$ cat src/rtl/bank_latch_pkg.sv
package bank_latch_pkg;
  localparam int PAGE_W = 2;
  localparam int CFG_W  = 3;

  typedef struct packed {
    logic              ext;
    logic [PAGE_W-1:0] page;
  } bank_sel_t;

  function automatic bank_sel_t map_page(input logic [CFG_W-1:0] cfg,
                                         input logic [PAGE_W-1:0] p);
    bank_sel_t r;
    r.ext  = 1'b0;
    r.page = p;
    if (cfg[2]) begin
      if (p == 2'd1) begin
        r.ext  = 1'b1;
        r.page = cfg[1:0];
      end
    end else begin
      case (cfg[1:0])
        2'd1: if (p == 2'd3) r.ext = 1'b1;
        2'd2: r.ext = 1'b1;
        2'd3: begin
          if (p == 2'd1) r.page = 2'd3;
          if (p == 2'd3) r.ext  = 1'b1;
        end
        default: ;
      endcase
    end
    return r;
  endfunction
endpackage

$ cat src/rtl/io_snoop.sv
module io_snoop #(
  parameter int DATA_W = 8,
  parameter int CFG_W  = 3,
  parameter logic [1:0] PORT_SEL = 2'b01
) (
  input  logic              clk,
  input  logic              rst,
  input  logic [1:0]        addr_hi,
  input  logic [DATA_W-1:0] data,
  input  logic              iorq_n,
  input  logic              wr_n,
  output logic [CFG_W-1:0]  cfg_q
);
  logic wr_prev;
  logic wr_rise;
  logic hit;
  logic unused_bits;

  assign unused_bits = ^data[DATA_W-3:CFG_W];
  assign wr_rise = wr_n && !wr_prev;
  assign hit = wr_rise && !iorq_n && (addr_hi == PORT_SEL) &&
               (data[DATA_W-1:DATA_W-2] == 2'b11);

  always_ff @(posedge clk) begin
    if (rst) begin
      wr_prev <= 1'b1;
      cfg_q   <= '0;
    end else begin
      wr_prev <= wr_n;
      if (hit) cfg_q <= data[CFG_W-1:0];
    end
  end
endmodule

$ cat src/rtl/page_mapper.sv
module page_mapper
  import bank_latch_pkg::*;
(
  input  logic [CFG_W-1:0]  cfg,
  input  logic [PAGE_W-1:0] page_in,
  input  logic              video,
  output bank_sel_t         sel
);
  always_comb begin
    if (video) begin
      sel.ext  = 1'b0;
      sel.page = page_in;
    end else begin
      sel = map_page(cfg, page_in);
    end
  end
endmodule

$ cat src/rtl/strobe_steer.sv
module strobe_steer
  import bank_latch_pkg::*;
(
  input  logic              clk,
  input  logic              rst,
  input  bank_sel_t         sel,
  input  logic              cas_n,
  input  logic              ram_off,
  output logic [PAGE_W-1:0] page_q,
  output logic              cas0_q,
  output logic              cas1_q
);
  logic strobe_on;
  assign strobe_on = !cas_n && !ram_off;

  always_ff @(posedge clk) begin
    if (rst) begin
      page_q <= '0;
      cas0_q <= 1'b1;
      cas1_q <= 1'b1;
    end else begin
      page_q <= sel.page;
      cas0_q <= !(strobe_on && !sel.ext);
      cas1_q <= !(strobe_on && sel.ext);
    end
  end
endmodule

$ cat src/rtl/ram_bank_latch.sv
module ram_bank_latch
  import bank_latch_pkg::*;
#(
  parameter int DATA_W = 8
) (
  input  logic              clk,
  input  logic              rst,
  input  logic [1:0]        cpu_addr_hi,
  input  logic [DATA_W-1:0] cpu_data,
  input  logic              iorq_n,
  input  logic              wr_n,
  input  logic              cas_n,
  input  logic              ram_off,
  input  logic              vid_fetch,
  output logic              dram_a15,
  output logic              dram_a14,
  output logic              cas_base_n,
  output logic              cas_ext_n
);
  logic [CFG_W-1:0]  cfg_q;
  bank_sel_t         sel;
  logic [PAGE_W-1:0] page_q;

  io_snoop #(.DATA_W(DATA_W), .CFG_W(CFG_W), .PORT_SEL(2'b01)) u_snoop (
    .clk(clk), .rst(rst), .addr_hi(cpu_addr_hi), .data(cpu_data),
    .iorq_n(iorq_n), .wr_n(wr_n), .cfg_q(cfg_q)
  );

  page_mapper u_map (
    .cfg(cfg_q), .page_in(cpu_addr_hi), .video(vid_fetch), .sel(sel)
  );

  strobe_steer u_steer (
    .clk(clk), .rst(rst), .sel(sel), .cas_n(cas_n), .ram_off(ram_off),
    .page_q(page_q), .cas0_q(cas_base_n), .cas1_q(cas_ext_n)
  );

  assign dram_a15 = page_q[1];
  assign dram_a14 = page_q[0];
endmodule

$ cat config.mk
export PLATFORM = sky130hd
export DESIGN_NAME = ram_bank_latch
export DESIGN_NICKNAME = d
export VERILOG_FILES = /design/src/rtl/bank_latch_pkg.sv /design/src/rtl/io_snoop.sv /design/src/rtl/page_mapper.sv /design/src/rtl/strobe_steer.sv /design/src/rtl/ram_bank_latch.sv
export SDC_FILE = /design/constraint.sdc
export NUM_CORES = 1
export LEC_CHECK = 0
export ABC_AREA = 1
export BUFFER_PORTS_ARGS = -buffer_cell sky130_fd_sc_hd__buf_2
export CAP_MARGIN = 10
export CELL_PAD_IN_SITES_DETAIL_PLACEMENT = 1
export CELL_PAD_IN_SITES_GLOBAL_PLACEMENT = 2
export CORE_ASPECT_RATIO = 1.1
export CORE_UTILIZATION = 19
export CTS_CLUSTER_DIAMETER = 200
export CTS_CLUSTER_SIZE = 28
export DETAILED_ROUTE_END_ITERATION = 8
export PLACE_DENSITY = 0.78
export SYNTH_ARGS = -nofsm -noshare
export SYNTH_HDL_FRONTEND = slang
export SYNTH_SLANG_ARGS = --single-unit
$ cat constraint.sdc
create_clock -name clk -period 1 [get_ports clk]
set_input_delay 0.1 -clock clk [delete_from_list [all_inputs] [get_ports clk]]
set_output_delay 0.1 -clock clk [all_outputs]
set_load 0.05 [all_outputs]
Yosys cells after proc, flatten, opt, wreduce, memory -nomap -nowiden --
Index checks and enable logic that the tools add are counted.
Word-level totals: input port bits 17, register bits after elaboration 8, output and inout port bits 4, word-level logic and storage cells 33
Cells by class: multiplexer cells 7, eq/ne operators 6, reductions and logical operators 15
Operators with widths (number):
- $mux 3 | 3
- $eq 2x2->1 const B | 4
- $logic_and 1x1->1 | 7
- $logic_not 1->1 | 7
- $eq 2x1->1 const B | 2
- $mux 2 | 2
- $pmux 1 s2 | 1
- $reduce_or 2->1 | 1
- $mux 1 | 1

Depth between registers and ports, before layout --
Gate-level depths: netlist (run 1).
depth after elaboration 8, gate-level depth with buffers 6, mapped depth without buffers 6

Hierarchy --
From an unflattened synthesis (run 1), not the netlist that was laid out.
Second synthesis, totals: cells, all modules 68, area total of the unflattened synthesis 429.2 µm²
Modules (own cells, without submodules):
- io_snoop | area an instance 230.2 µm², sequential area each 80.1 µm², times used 1, cells an instance 34
- strobe_steer | area an instance 117.6 µm², sequential area each 80.1 µm², times used 1, cells an instance 14
- page_mapper | area an instance 81.3 µm², sequential area each 0.0 µm², times used 1, cells an instance 20

Least setup slack after synthesis (run 1) --
OpenSTA, ideal clock, no wires.
path kind register to register, start point register u_snoop.wr_prev, end point register u_snoop.cfg_q[0], required time 885 ps, stages on the path, launching flop included 7, setup slack 224 ps, library setup time 115 ps, clock period less this slack 776 ps, arrival 661 ps, path buffers 0, cells stage by stage dfxtp_1 -> inv_1 -> nand2_1 -> nor2_4 -> nand3_1 -> nand2_1 -> nor2_1
On the way: word-level cells in the longest chain between the ends 5
RTL lines:
- start, declared | line io_snoop.sv:14 | logic wr_prev;
- start signal, assigned | line io_snoop.sv:29 | wr_prev <= wr_n;
- $logic_not 1->1 | line io_snoop.sv:20 | assign wr_rise = wr_n && !wr_prev;
- $logic_and 1x1->1 | line io_snoop.sv:20
- $logic_and 1x1->1 (3 in a row) | line io_snoop.sv:21 | assign hit = wr_rise && !iorq_n && (addr_hi == PORT_SEL) &&
- end signal, assigned | line io_snoop.sv:30 | if (hit) cfg_q <= data[CFG_W-1:0];
- end, declared | line io_snoop.sv:12 | output logic [CFG_W-1:0] cfg_q
No other way between the ends. A chain may end at the register's enable or synchronous reset.

Final worst setup path (run 1) --
start point register u_steer.cas1_q, end point output port cas_ext_n
RTL lines:
- start, declared | line strobe_steer.sv:11 | output logic cas1_q
- start signal, assigned | line strobe_steer.sv:24 | cas1_q <= !(strobe_on && sel.ext);
- end, declared | line ram_bank_latch.sv:18 | output logic cas_ext_n
No word-level cell between the ends.

==> results of run 1 <==
==> final timing paths <==
path                    start           endpoint  cells after the start
max            u_steer.cas1_q          cas_ext_n                      1
max reg2reg   u_snoop.wr_prev   u_snoop.cfg_q[2]                      6
min                      wr_n    u_snoop.wr_prev                      2
min reg2reg  u_snoop.cfg_q[1]  u_steer.page_q[1]                      2
==> state kept, by name (all words and copies together), names as in the netlist <==
name	flops
u_snoop.cfg_q	3
u_steer.page_q	2
u_snoop.wr_prev	1
u_steer.cas0_q	1
u_steer.cas1_q	1
==> through the flow <==
| step | instances | setup slack, ps | power, mW |
|---|---|---|---|
| 2_1_floorplan | 48 | 224 | 0.388 |
| 3_3_place_gp | 82 | 124 | 0.428 |
| 3_5_place_dp | 82 | 117 | 0.430 |
| 4_1_cts | 85 | 81.6 | 0.685 |
| 5_1_grt | 85 | 33.1 | 0.698 |
| 6_report | 85 | 91.5 | 0.677 |
==> cells by family (layout without fill, tap and decap cells) <==
group	Yosys count	after routing	share of synthesized area, %
DFF	8	8	45.4
AOI/OAI and AO/OA	6	6	9.57
buffers and inverters	9	29	9.57
and+or+nand+nor	25	25	35.5
==> area by class of cell <==
cell class	count	area (sq um)
clock buffer	3	22.5
fill	225	1170
inverter	9	33.8
multi-input combinational	31	159
sequential	8	160
tap	17	21.3
timing repair buffer	17	85.1
==> power groups by stage <==
stage	clock network (mW)	registers, mW	logic, mW
after floorplan	0	0.358	0.0303
after global placement	0	0.336	0.0922
after detailed placement	0	0.336	0.0935
after CTS	0.262	0.329	0.0936
after global routing	0.267	0.330	0.101
final	0.255	0.329	0.0929
==> routing by layer <==
| layer | global-route usage [%] | wire length (um) | up-vias |
|---|---|---|---|
| met1 | 9.89 | 394 | 173 |
| li1 | - | - | 194 |
| met4 | 7.27 | 13 | 0 |
| met3 | 1.15 | 25 | 2 |
| met5 | 0 | 0 | - |
| met2 | 15.2 | 411 | 7 |
==> synth_stat cells (all sizes together) <==
cell type and number:
nor3 1, inv 9, a41oi 1, a21oi 5, nand2 11, nor2 5, nand4 1, dfxtp 8
or2 1, nand3 6
==> key figures, run 1 <==
GRT
  – GRT Overall Usage: under 10%
  – First-pass GRT wire length: approximately 1300 um
  – Largest net degree at the start of global routing: 7
  – Total congestion overflow: 0
  – Initial antenna violation count: 0
  – Vias in the first global route: approximately 350

Setup path
  – Worst path required time: roughly 900 ps
  – Critical path startpoint category: flip-flop
  – CP Cell Sequence: buf_2
  – Crit-path max cell delay: roughly 300 ps
  – Critical path fanouts, max: 1
  – Worst path slowest cell: dfxtp_1
  – R2R setup slack: roughly 120 ps
  – Critical Path AT: roughly 810 ps
  – CP Capture Type: primary output
  – Crit Path Category: reg2out
  – Bufs and invs on worst path: 1
  – Top delay family on crit path: flip-flops

Clock tree
  – CTS clk-pin slew, worst paths: 60 ps
  – Worst skew pair latency: ~250 ps
  – H-tree depth reported by CTS: 1
  – CTS Hold Bufs: 0
  – Resize count post-CTS: 0
  – Post-CTS setup buffer count: 0
  – Clock sinks: 8
  – CTS Root Cell: clkbuf_4
  – Num CTS Buffers: 3
  – Clock buffer depth: 2
  – CTS tree: done

Detailed routing
  – Residual DRC count: 0
  – Routed WL: 844 um
  – First DRT Iteration DRCs: 4
  – Via density: roughly 4.4
  – Post-route ant nets: 0
  – Routed len/inst: around 10 um
  – DRT Pass-1 Iters: 2
  – Vias: about 380

Cells and area
  – Commonest non-fill, non-tap cell in the layout: buf_2
  – Commonest cells after routing, fill and taps aside: buf_2, nand2_1, inv_1, dfxtp_1, nand3_1
  – Final Cell Area: about 480 sq um
  – N_diodes: 0
  – Final nets: 87
  – Syn-to-layout area delta: 36.5%
  – Final core utilization: around 29%
  – Layout cell share with drive strength beyond 1: between 30% and 40%

Logic synthesis
  – Sequential-to-total area share from yosys stat: between 40% and 50%
  – Seq cells post-synth: 8
  – Synth warnings: 0
  – Synth area leaders: dfxtp_1, nand2_1, inv_1
  – Syn avg cell area: 7.35 sq um
  – Top-area cell type share of the netlist area: 45.4%
  – Post-synth top area cell: dfxtp_1
  – Syn Nets: between 60 and 70
  – Post-synth cell types: 12
  – Post-synthesis cell count: 48
  – Netlist Area Pre-Place: ~350 sq um

Die
  – DIE HEIGHT: 47.2 um
  – Die ar.: ~2000 sq um
  – Std-Cell Core Area: approximately 1700 sq um
  – I/O pin total: 21
  – Die X: around 43 um
  – # rows: 15
  – Initial Util: 21.4%

Pwr
  – Worst VDD drop: around 0.4 mV
  – Comb pwr share: a little over an eighth
  – Clock network power share: between 30% and 40%
  – Sw frac: 26.3%
  – Net Switching: around 0.18 mW
  – Share of power burned in registers: 48.6%
  – Leakage: about 0.24 nW
  – Pwr/cell area: 1410 nW/um^2
  – Internal Pwr Total: 0.499 mW

Timing
  – Final Hold Vio Count: 0
  – F_max: 1100 MHz
  – Final setup viols: 0
  – RSZ-0062 raised after global routing: false
  – Hold slack: between 40 and 50 ps
  – Slew Limit Fails: 0
  – Sum Neg Setup Slack: 0 ps
  – Rel. slew slack: between 80% and 90%
  – Clk_skew: between 1.5 and 2 ps
  – Tcrit/Tclk final: about nine tenths
  – Tmin final: 908 ps
  – Worst-margin pin slew: between 200 and 250 ps

Place
  – Buffers on Ports: 17
  – Gp weighted congestion: roughly 0.68
  – Hpwl dp: roughly 650 um
  – Dpl cell area: around 460 sq um

Flow run
  – Max-cap violations: 0

Status
  – Status: finished clean

Worst hold path
  – Hold Path Class: in2reg
Power figures use the tool's default switching activity.
==> run 2: changes to the inputs <==
--- a/config.mk
+++ b/config.mk
@@ -11,11 +11,11 @@
 export CELL_PAD_IN_SITES_DETAIL_PLACEMENT = 1
 export CELL_PAD_IN_SITES_GLOBAL_PLACEMENT = 2
 export CORE_ASPECT_RATIO = 1.1
-export CORE_UTILIZATION = 19
+export CORE_UTILIZATION = 21
 export CTS_CLUSTER_DIAMETER = 200
 export CTS_CLUSTER_SIZE = 28
 export DETAILED_ROUTE_END_ITERATION = 8
-export PLACE_DENSITY = 0.78
+export PLACE_DENSITY = 0.84
 export SYNTH_ARGS = -nofsm -noshare
 export SYNTH_HDL_FRONTEND = slang
 export SYNTH_SLANG_ARGS = --single-unit
==> constraint.sdc (replaced) <==
create_clock -name clk -period 1.1 [get_ports clk]
set_input_delay 0.11 -clock clk [delete_from_list [all_inputs] [get_ports clk]]
set_output_delay 0.11 -clock clk [all_outputs]
set_load 0.05 [all_outputs]
==> run 2 against run 1 <==
Largest power group unchanged. Clock skew shrank 0.91 ps. Final cell count stayed put. Via count grew 1.9%. Utilization grew 1.4 points. Critical path depth is the same. Critical path type unchanged. Hold slack improved by 17 ps.
==> key figures, run 2 (synthesis gave the netlist of run 1 again) <==
Status
  – Status: finished clean

Die
  – Die X: 41.1 um (-4.7%)
  – DIE HEIGHT: 45.0 um (-4.7%)
  – I/O pin total: 21 (unchanged)
  – Std-Cell Core Area: 1580 sq um (-4.5%)
  – Initial Util: 22.4% (+1.0 points)
  – Die ar.: 1850 sq um (-9.1%)
  – # rows: 15 (unchanged)

Setup path
  – CP Capture Type: primary output
  – Top delay family on crit path: flip-flops
  – CP Launch Point: u_steer.cas1_q
  – Worst path required time: 990 ps (+90 ps)
  – Crit Path Category: reg2out
  – Critical path fanouts, max: 1 (unchanged)
  – Worst path slowest cell: dfxtp_1
  – Crit-path max cell delay: 310 ps (about the same)
  – Crit Reg-Reg Startpoint: u_snoop.wr_prev
  – Bufs and invs on worst path: 1 (unchanged)
  – Critical Path AT: 810 ps (about the same)
  – CP Cell Sequence: buf_2
  – Critical path startpoint category: flip-flop

Clock tree
  – H-tree depth reported by CTS: 1 (unchanged)
  – CTS Hold Bufs: 0 (unchanged)
  – CTS Root Cell: clkbuf_4
  – CTS tree: done
  – CTS clk-pin slew, worst paths: 50 ps (about the same)
  – Post-CTS setup buffer count: 0 (unchanged)
  – Clock sinks: 8 (unchanged)
  – Clock buffer depth: 2 (unchanged)
  – Resize count post-CTS: 0 (unchanged)
  – Worst skew pair latency: 250 ps (about the same)
  – Num CTS Buffers: 3 (unchanged)

Timing
  – Tcrit/Tclk final: 84.0%
  – Hold slack: 64.5 ps (+16.6 ps)
  – RSZ-0062 raised after global routing: false
  – Final setup viols: 0 (unchanged)
  – Slew Limit Fails: 0 (unchanged)
  – Worst-margin pin slew: 247 ps (+18.0 ps)
  – F_max: approximately 1100 MHz
  – Tmin final: about 900 ps
  – Sum Neg Setup Slack: 0 ps (unchanged)
  – Final Hold Vio Count: 0 (unchanged)
  – Clk_skew: 0.802 ps (-0.907 ps)
  – Rel. slew slack: 83.6% (-0.97 points)

Place
  – Hpwl dp: 697 um (+6.5%)
  – Buffers on Ports: 17 (unchanged)
  – Placed Cells: 82 (unchanged)
  – Dpl cell area: 459 sq um (unchanged)
  – Gp weighted congestion: 0.677 (about the same)

Pwr
  – Worst VDD drop: 0.356 mV (-10%)
  – Leakage: 0.241 nW (unchanged)
  – Pwr/cell area: 1260 nW/um^2 (-11%)
  – Pwr Total: 0.605 mW (-11%)

Detailed routing
  – Post-route ant nets: 0 (unchanged)
  – First DRT Iteration DRCs: 12 (+8)
  – Vias: 383 (+1.9%)
  – Routed len/inst: 10.3 um (+3.8%)
  – DRT Pass-1 Iters: 4 (+2)
  – Via density: 4.51 (+1.9%)
  – Routed WL: 876 um (+3.8%)
  – Residual DRC count: 0 (unchanged)

GRT
  – GRT Overall Usage: 10.6% (+1.8 points)
  – Vias in the first global route: 347 (-1.4%)
  – Initial antenna violation count: 0 (unchanged)
  – Total congestion overflow: 0 (unchanged)
  – First-pass GRT wire length: 1260 um (-4.3%)
  – Largest net degree at the start of global routing: 7 (unchanged)

Cells and area
  – Final Cell Area: 482 sq um (unchanged)
  – Syn-to-layout area delta: 36.5% (unchanged)
  – Area of the multi-input gates: 159 sq um (unchanged)
  – Registers with the most flip-flops: u_snoop.cfg_q (3), u_steer.page_q (2)
  – Fill cell count: 219 (-2.7%)
  – Final nets: 87 (unchanged)
  – Commonest non-fill, non-tap cell in the layout: buf_2
  – Fin cells: 85 (unchanged)
  – Max reg flops: 3 (unchanged)
  – Reg area: 160 sq um (unchanged)
  – Commonest cells after routing, fill and taps aside: buf_2, nand2_1, inv_1, dfxtp_1, nand3_1
  – Layout cell share with drive strength beyond 1: 35.3% (unchanged)
  – N_diodes: 0 (unchanged)
  – Biggest register: u_snoop.cfg_q

Worst hold path
  – Hold Path Class: in2reg
  – Hold Startpoint: cas_n

Flow run
  – Max-cap violations: 0 (unchanged)
run 2: cell counts in the layout (fill, tap and decap cells not counted):
Identical to the previous run, type by type.
run 2: cell type report:
cell class,instances,share of cell area [%]
Clock buffer,3,4.68
Timing Repair Buffer,17,17.7
Sequential cell,8,33.2
Tap cell,17,4.42
Multi-Input combinational cell,31,33.0
Inverter,9,7.01
run 2: metal layers:
metal / part of all wire, % / wire length (um) / vias to the layer above / global-route usage [%]
met4: 1.7 / 15 / 0 / 4.00
met2: 50 / 441 / 17 / 19.1
met5: 0 / 0 / - / 0
met3: 6.6 / 58 / 5 / 5.91
met1: 41 / 360 / 167 / 9.17
li1: - / - / 194 / -
run 2: path summary, 6_finish.rpt:
check | cells after the start | slack (ps) | to
setup / recovery | 1 | 180 | cas_ext_n
hold / removal | 3 | 60 | u_steer.cas0_q
setup reg to reg | 6 | 230 | u_snoop.cfg_q[0]
hold reg to reg | 2 | 510 | u_steer.page_q[1]
run 2: per-stage QoR:
| step | setup slack (ps) | utilization, % |
|---|---|---|
| after detailed placement | 208 | 29.1 |
| final | 176 | 30.6 |
| after floorplan | 324 | - |
| after global placement | 223 | 29.1 |
| after global routing | 136 | 30.6 |
| after CTS | 161 | 30.6 |
run 2: report_power, final:
group | switching, mW | total (mW) | leakage (nW) | internal [mW]
sequential | 0.00176 | 0.300 | 0.0655 | 0.298
clock | 0.0965 | 0.221 | 0.0138 | 0.125
combinational | 0.0535 | 0.0846 | 0.161 | 0.0311
total | 0.152 | 0.605 | 0.241 | 0.454
